--- src/rtl/fpu_sc_pkg.sv ---
package fpu_sc_pkg;
  localparam int unsigned EXC_N  = 6;
  localparam int unsigned CC_N   = 4;
  localparam int unsigned TOP_W  = 3;
  localparam int unsigned WORD_W = 16;
  localparam int unsigned BYTE_W = WORD_W / 2;
  localparam logic [WORD_W-1:0] CW_RST = 16'h037F;

  // status word bit positions
  localparam int unsigned SW_ES   = 7;
  localparam int unsigned SW_TOP  = 11;
  localparam int unsigned SW_BUSY = 15;
  // control word field positions
  localparam int unsigned CW_PREC = 8;
  localparam int unsigned CW_RND  = 10;
  localparam int unsigned CW_INF  = 12;
endpackage

--- src/rtl/fpu_exc_flags.sv ---
module fpu_exc_flags
  import fpu_sc_pkg::*;
(
  input  logic             clk_i,
  input  logic             rst_ni,
  input  logic [EXC_N-1:0] exc_i,
  input  logic             clr_i,
  input  logic [EXC_N-1:0] mask_i,
  output logic [EXC_N-1:0] flags_o,
  output logic             es_o
);
  logic [EXC_N-1:0] flag_q;
  logic [EXC_N-1:0] live;

  for (genvar i = 0; i < EXC_N; i++) begin : g_flag
    always_ff @(posedge clk_i or negedge rst_ni) begin
      if (!rst_ni) flag_q[i] <= 1'b0;
      else         flag_q[i] <= (flag_q[i] & ~clr_i) | exc_i[i];
    end
    assign live[i] = flag_q[i] & ~mask_i[i];
  end

  // summary is combinational so a control-word load takes effect at once
  assign es_o    = |live;
  assign flags_o = flag_q;
endmodule

--- src/rtl/fpu_ctrl_word.sv ---
module fpu_ctrl_word
  import fpu_sc_pkg::*;
(
  input  logic              clk_i,
  input  logic              rst_ni,
  input  logic              we_i,
  input  logic [WORD_W-1:0] d_i,
  output logic [WORD_W-1:0] cw_o
);
  always_ff @(posedge clk_i or negedge rst_ni) begin
    if (!rst_ni)   cw_o <= CW_RST;
    else if (we_i) cw_o <= d_i;
  end
endmodule

--- src/rtl/fpu_stat_word.sv ---
module fpu_stat_word
  import fpu_sc_pkg::*;
(
  input  logic              clk_i,
  input  logic              rst_ni,
  input  logic              cc_we_i,
  input  logic [CC_N-1:0]   cc_i,
  input  logic [TOP_W-1:0]  top_i,
  input  logic              busy_i,
  input  logic [EXC_N-1:0]  flags_i,
  input  logic              es_i,
  output logic [WORD_W-1:0] sw_o
);
  logic [CC_N-1:0]  cc_q;
  logic [TOP_W-1:0] top_q;
  logic             busy_q;

  always_ff @(posedge clk_i or negedge rst_ni) begin
    if (!rst_ni) begin
      cc_q   <= '0;
      top_q  <= '0;
      busy_q <= 1'b0;
    end else begin
      if (cc_we_i) cc_q <= cc_i;
      top_q  <= top_i;
      busy_q <= busy_i;
    end
  end

  always_comb begin
    sw_o                      = '0;
    sw_o[EXC_N-1:0]           = flags_i;
    sw_o[SW_ES]               = es_i;
    sw_o[10:8]                = cc_q[2:0];
    sw_o[SW_TOP+:TOP_W]       = top_q;
    sw_o[14]                  = cc_q[3];
    sw_o[SW_BUSY]             = busy_q;
  end
endmodule

--- src/rtl/fpu_stat_ctrl.sv ---
module fpu_stat_ctrl
  import fpu_sc_pkg::*;
(
  input  logic              clk_i,
  input  logic              rst_ni,
  input  logic [EXC_N-1:0]  exc_i,
  input  logic              clr_exc_i,
  input  logic              cc_we_i,
  input  logic [CC_N-1:0]   cc_i,
  input  logic [TOP_W-1:0]  top_i,
  input  logic              busy_i,
  input  logic              cw_we_i,
  input  logic [WORD_W-1:0] cw_i,
  output logic [WORD_W-1:0] cw_o,
  output logic [WORD_W-1:0] sw_o,
  output logic [BYTE_W-1:0] sw_hi_o,
  output logic              irq_o,
  output logic [1:0]        round_o,
  output logic [1:0]        prec_o,
  output logic              inf_ctl_o
);
  logic [WORD_W-1:0] cw_q;
  logic [EXC_N-1:0]  flags;
  logic              es;
  logic [WORD_W-1:0] sw;

  fpu_ctrl_word u_cw (
    .clk_i (clk_i),
    .rst_ni(rst_ni),
    .we_i  (cw_we_i),
    .d_i   (cw_i),
    .cw_o  (cw_q)
  );

  fpu_exc_flags u_exc (
    .clk_i  (clk_i),
    .rst_ni (rst_ni),
    .exc_i  (exc_i),
    .clr_i  (clr_exc_i),
    .mask_i (cw_q[EXC_N-1:0]),
    .flags_o(flags),
    .es_o   (es)
  );

  fpu_stat_word u_sw (
    .clk_i  (clk_i),
    .rst_ni (rst_ni),
    .cc_we_i(cc_we_i),
    .cc_i   (cc_i),
    .top_i  (top_i),
    .busy_i (busy_i),
    .flags_i(flags),
    .es_i   (es),
    .sw_o   (sw)
  );

  assign cw_o      = cw_q;
  assign sw_o      = sw;
  assign sw_hi_o   = sw[WORD_W-1:BYTE_W];
  assign irq_o     = es;
  assign round_o   = cw_q[CW_RND+:2];
  assign prec_o    = cw_q[CW_PREC+:2];
  assign inf_ctl_o = cw_q[CW_INF];
endmodule

--- config.mk ---
export PLATFORM = sky130hd
export DESIGN_NAME = fpu_stat_ctrl
export DESIGN_NICKNAME = d
export VERILOG_FILES = /design/src/rtl/fpu_sc_pkg.sv /design/src/rtl/fpu_exc_flags.sv /design/src/rtl/fpu_ctrl_word.sv /design/src/rtl/fpu_stat_word.sv /design/src/rtl/fpu_stat_ctrl.sv
export SDC_FILE = /design/constraint.sdc
export NUM_CORES = 1
export LEC_CHECK = 0
export CAP_MARGIN = 25
export CORE_MARGIN = 4
export CORE_UTILIZATION = 36
export DETAILED_ROUTE_END_ITERATION = 10
export GPL_ROUTABILITY_DRIVEN = 1
export HOLD_SLACK_MARGIN = 0.02
export PLACE_DENSITY = 0.79
export SETUP_SLACK_MARGIN = 0.5
export SLEW_MARGIN = 5
export SYNTH_ARGS = -nofsm -noshare
export SYNTH_HDL_FRONTEND = slang
export SYNTH_SLANG_ARGS = --single-unit
--- constraint.sdc ---
create_clock -name clk_i -period 1.9 [get_ports clk_i]
set_clock_uncertainty 0.05 [all_clocks]
set_input_delay 0.38 -clock clk_i [delete_from_list [all_inputs] [get_ports clk_i]]
set_output_delay 0.38 -clock clk_i [all_outputs]
set_load 0.01 [all_outputs]
==> results of run 1 <==
how the worst max path moves through the flow:
| stage | end | from | cells past startpoint | slack, ps |
|---|---|---|---|---|
| after detailed placement | irq_o | u_cw.cw_o[4] | 3 | -20 |
| after CTS | irq_o | u_cw.cw_o[2] | 3 | -20 |
| after floorplan | sw_o[7] | u_cw.cw_o[3] | 3 | 310 |
| final | irq_o | u_cw.cw_o[2] | 3 | -10 |
| after global placement | irq_o | u_cw.cw_o[4] | 3 | 20 |
| after global routing | sw_o[7] | u_cw.cw_o[2] | 3 | -80 |
per-stage QoR:
| stage | hold slack [ps] | instances | cell area, µm² | TNS, ps |
|---|---|---|---|---|
| after detailed placement | 450 | 198 | 2030 | -28.7 |
| after floorplan | 34.4 | 86 | 1280 | 0 |
| final | 398 | 231 | 2310 | -23.5 |
| after CTS | 380 | 226 | 2350 | -37.7 |
| after global routing | 418 | 231 | 2310 | -154 |
| after global placement | 442 | 198 | 2030 | 0 |
sequential cells by signal, indices dropped and copies added, names as in the netlist:
register and flops:
u_sw.cc_q 4, u_sw.top_q 3, u_cw.cw_o 16, u_sw.busy_q 1
u_exc.flags_o 6
power breakdown:
part	switching, mW	internal [mW]	total, mW
clock	0.215	0.253	0.468
combinational	0.179	0.331	0.510
sequential	0.0407	0.709	0.750
cells by family after synthesis:
kind of cell    Yosys count  synth area share
other cells               1           0.00294
simple gates              1           0.00491
buf+inv                  25             0.139
compound gates            9            0.0500
mux                      20             0.206
flops                    30             0.597
placed cells by master, fill, tap and decap left out:
cell type / instances
a21o_1: 6
dfstp_2: 9
o22ai_1: 2
clkdlybuf4s50_1: 34
clkbuf_8: 3
conb_1: 1
o22ai_2: 1
buf_2: 7
dfrtp_1: 21
clkbuf_4: 5
mux2_2: 10
buf_6: 46
clkbuf_2: 12
buf_4: 9
inv_1: 7
or3_4: 1
mux2_4: 10
buf_12: 1
final cells by class:
| class | count | share of cell area |
|---|---|---|
| repair buffers | 109 | 0.450 |
| flip-flops and latches | 30 | 0.329 |
| multi-input cells | 31 | 0.150 |
| clock buffers | 8 | 0.0341 |
| well taps | 46 | 0.0249 |
| inverters | 7 | 0.0114 |
metal layers:
layer / vias up / routed length [µm] / track usage
met5: - / 0 / 0
met2: 56 / 2100 / 0.311
met3: 6 / 365 / 0.0616
met1: 502 / 1420 / 0.187
li1: 464 / - / -
met4: 0 / 57 / 0.0759
critical path: stages, from the launching register on:
cell     delay (ps)
dfstp_2         540
o22ai_1          80
or3_4           410
buf_6           130
repair_timing:
item	in CTS	in global routing
resized for setup	195	24
hold endpoints to repair	0	0
buffers inserted	20	5
endpoints found under the setup margin	45	44
pin swaps	1	0
==> results.md, run 1 <==
* Total power draw at 1.73 mW
* Grt ovf at 0
* Footprint of the multi-input gates at roughly 350 µm²
* Gate Count Post-Synth at 86
* Ranking of synthesized cells by area: dfrtp_1 (41%), dfstp_2 (19%), mux2_4 (12%)
* Initial DRC Count at 45
* Ant. Diodes at 0
* Worst setup margin at -12.0 ps
* #FFs+latches synth at 30
* R2R Setup Slk at 830 ps
* Commonest cells post-synth: dfrtp_1 (21), buf_4 (16), mux2_2 (10), mux2_4 (10), dfstp_2 (9)
* First-pass GRT wire length at 5660 µm
* Die area at 4560 µm²
* Syn-to-layout area delta at 81.3%
* Core Rows at 21
* DRC at 0
* Vias per inst at approximately 4.5
* # clock sinks at 30
* CP Max Fanout at 2
* Later-pin clock latency in the skew report at 320 ps
* Setup CP Type: flip-flop to primary output
* Leak at 1.13 nW
* Wire length per cell at 17.1 µm
* Post-layout util at 0.683
* Post-synthesis average cell area at 14.8 µm²
* Asr flop ratio synth at 1.00
* Nets at 219
* Post-synth net total at approximately 120
* Critical path data required time at 1470 ps
* Reg clk slew, reported paths at ~90 ps
* Initial antenna violation count at 0
* Max-cap violation count at 0
* Largest net degree at the start of global routing at 31
* Hold Buf Count CTS at 0
* HPWL Detailed at approximately 2400 µm
* Vias at 1,028
* Initial Utilization at 0.377
* Maximum vdd drop at 0.363 mV
* Critical Path Start Type: flip-flop
* Final wirelength at slightly below 4000 µm
* Drt pass-1 iters at 4
* Fin crit period at approximately 1900 ps
* I/O pin total at a little over 80
* Power density over the cells at approximately 750 nW/µm²
* Vias in the first global route at 1,082
* Port-buffer cells at 79
* Critical path capture point type: primary output
* RSZ-0062 raised after global routing: yes
* R2R Path End: u_cw.cw_o[11]
* Sequential fraction of the synthesis area at 0.597
* Yosys warning count at 0
* Total GRT Usage at 0.176
* Clock buffer depth at 2
* Type of the tightest min-delay check: input pin to async pin
* EDFF count, synth at 0
* Status: finished, violations left
* Yosys top cell by area: dfrtp_1
* Post-synth top flop: dfrtp_1
* Achievable Freq at 523 MHz
* Die height at approximately 68 µm
* Register-to-Register Path Depth at 3
* Gpl congestion at 0.678
* Number of H-tree levels at 2
* Core area at 3390 µm²
* CTS root buf: clkbuf_4
* Yosys cell types at 12
* Final hold vios at 0
* TritonCTS buffer count at 5
* Worst r2r src: u_cw.cw_o[11]
* Failing checks: negative setup slack
* Final setup fails at 2
* Die Wd at 67.5 µm
* Synth top area share at 0.412
* Synthesized area at 1280 µm²
* CTS tree: done
* Max-slew violations at 0
* Antenna violation net count after detailed routing at 0
* Worst Path Arrival at 1480 ps
* Dpl ws at -16.0 ps
* Period utilisation layout at 1.01
* Most numerous cell in the Yosys netlist: dfrtp_1
* Reg area at roughly 760 µm²
* Fillcell total at roughly 230
* Share of layout cells above drive strength 1 at 0.616
(Power assumes the default switching activity.)
==> run 2, diff against run 1 <==
--- a/config.mk
+++ b/config.mk
@@ -6,12 +6,15 @@
 export NUM_CORES = 1
 export LEC_CHECK = 0
 export CAP_MARGIN = 25
+export CELL_PAD_IN_SITES_DETAIL_PLACEMENT = 0
+export CELL_PAD_IN_SITES_GLOBAL_PLACEMENT = 1
 export CORE_MARGIN = 4
-export CORE_UTILIZATION = 36
+export CORE_UTILIZATION = 27
+export CTS_CLUSTER_SIZE = 14
 export DETAILED_ROUTE_END_ITERATION = 10
 export GPL_ROUTABILITY_DRIVEN = 1
 export HOLD_SLACK_MARGIN = 0.02
-export PLACE_DENSITY = 0.79
+export PLACE_DENSITY_LB_ADDON = 0.1
 export SETUP_SLACK_MARGIN = 0.5
 export SLEW_MARGIN = 5
 export SYNTH_ARGS = -nofsm -noshare
==> results.md, run 2 (synthesis gave the netlist of run 1 again) <==
* DRC at 0
* I/O pin total at 81
* Gpl congestion at 0.650
* Vias at ~920
* Hold Buf Count CTS at 0
* Initial DRC Count at 23
* Worst Path Arrival at 1410 ps
* # clock sinks at 30
* Power density over the cells at 748 nW/µm²
* Maximum vdd drop at about 0.30 mV
* Commonest non-fill, non-tap cell in the layout: clkdlybuf4s50_1
* Fin crit period at 1840 ps
* Ant. Diodes at 0
* Status: finished clean
* Wire length per cell at about 15 µm
* Final wirelength at 3220 µm
* Post-layout util at 0.489
* Die height at 76.8 µm
* TritonCTS buffer count at 5
* Later-pin clock latency in the skew report at around 270 ps
* Achievable Freq at 543 MHz
* Port-buffer cells at 79
* Core area at 4470 µm²
* Pint at 1.24 mW
* Reg power frac at 0.457
* Largest net degree at the start of global routing at 31
* Switching power at 399 µW
* Placed Instances at about 210
* Drt pass-1 iters at 2
* Leak at 1.02 nW
* Die Wd at 76.8 µm
* Combinational share of power at 0.252
* Setup CP Type: flip-flop to primary output
* RSZ-0062 raised after global routing: yes
* Max-slew violations at 0
* Max-cap violation count at 0
* Initial Utilization at 0.285
* Max reg flops at 16
* Sum of negative setup slack at 0 ps
* Clock buffer depth at 2
* Dpl ws at -20.7 ps
* Nets at about 200
* Antenna violation net count after detailed routing at 0
* Largest Register: u_cw.cw_o
* CTS tree: done
* Period utilisation layout at 0.969
* Share of layout cells above drive strength 1 at 0.391
* Worst setup margin at 58.8 ps
* Non-filler instance count after layout at approximately 220
* Final hold vios at 0
* Total power draw at 1.64 mW
* Core Rows at 24
* Initial antenna violation count at 0
* Switching share of power at 0.244
* Clock power frac at 0.291
* Vias per inst at 4.15
* Type of the tightest min-delay check: input pin to async pin
* Critical path capture point type: primary output
* Total GRT Usage at 0.112
* Reg clk slew, reported paths at around 60 ps
* Syn-to-layout area delta at 71.3%
* Final setup fails at 0
* CTS root buf: clkbuf_8
* Critical path data required time at between 1000 and 1500 ps
* Vias in the first global route at between 1,000 and 1,500
* Most frequent cells in the layout: clkdlybuf4s50_1 (34), clkdlybuf4s15_1 (23), dfrtp_1 (21), buf_6 (15)
* HPWL Detailed at 2420 µm
* Number of H-tree levels at 2
* First-pass GRT wire length at a little over 5000 µm
* CP Max Fanout at 2
* Die area at around 5900 µm²
* Critical Path Start Type: flip-flop
* Grt ovf at 0
## run 2: timing repair
action                     in CTS  in global routing
setup buffers                   4                  2
setup endpoints to repair      45                 24
pin swaps                       1                  0
gates resized for setup       114                 19
## run 2: layer usage
layer,vias up,part of all wire,global-route usage
met5,-,0,0
met4,0,0.013,0.0489
met3,6,0.089,0.0527
met2,51,0.49,0.174
met1,432,0.41,0.132
li1,428,-,-
## run 2: final timing paths
| path | slack (ps) | endpoint | startpoint | cells past startpoint |
|---|---|---|---|---|
| min in group clk_i | 460 | u_exc.flags_o[5] | u_exc.flags_o[5] | 1 |
| max reg2reg | 820 | u_cw.cw_o[4] | u_cw.cw_o[4] | 4 |
| max | 60 | sw_o[7] | u_cw.cw_o[2] | 3 |
| min | 450 | u_sw.cc_q[2] | rst_ni | 2 |
| min reg2reg | 460 | u_exc.flags_o[5] | u_exc.flags_o[5] | 1 |
| max in group asynchronous | 1030 | u_cw.cw_o[0] | rst_ni | 2 |
## run 2: critical path, cell delays in order (launching register included)
cell and delay, ps:
dfstp_2 530, o22ai_1 70, or3_4 400, buf_6 130
## run 2: area by class of cell
cell class                      instances  area, µm²
Multi-Input combinational cell         31        348
Fill cell                             418       2290
Sequential cell                        30        762
Timing Repair Buffer                   93        905
Tap cell                               52       65.1
Clock buffer                            8       80.1
Inverter                                7       26.3
## run 2: power groups by stage
stage          combinational [mW]  clock [mW]  sequential (mW)
2_1_floorplan               0.146           0            0.783
3_3_place_gp                0.419           0            0.752
3_5_place_dp                0.421           0            0.757
4_1_cts                     0.396       0.504            0.744
5_1_grt                     0.441       0.522            0.755
6_report                    0.413       0.475            0.747
## run 2: through the flow
step	hold slack (ps)	area, µm²
final	445	2190
after global routing	476	2190
after CTS	445	2120
after detailed placement	448	2060
after global placement	440	2060
after floorplan	34.4	1280
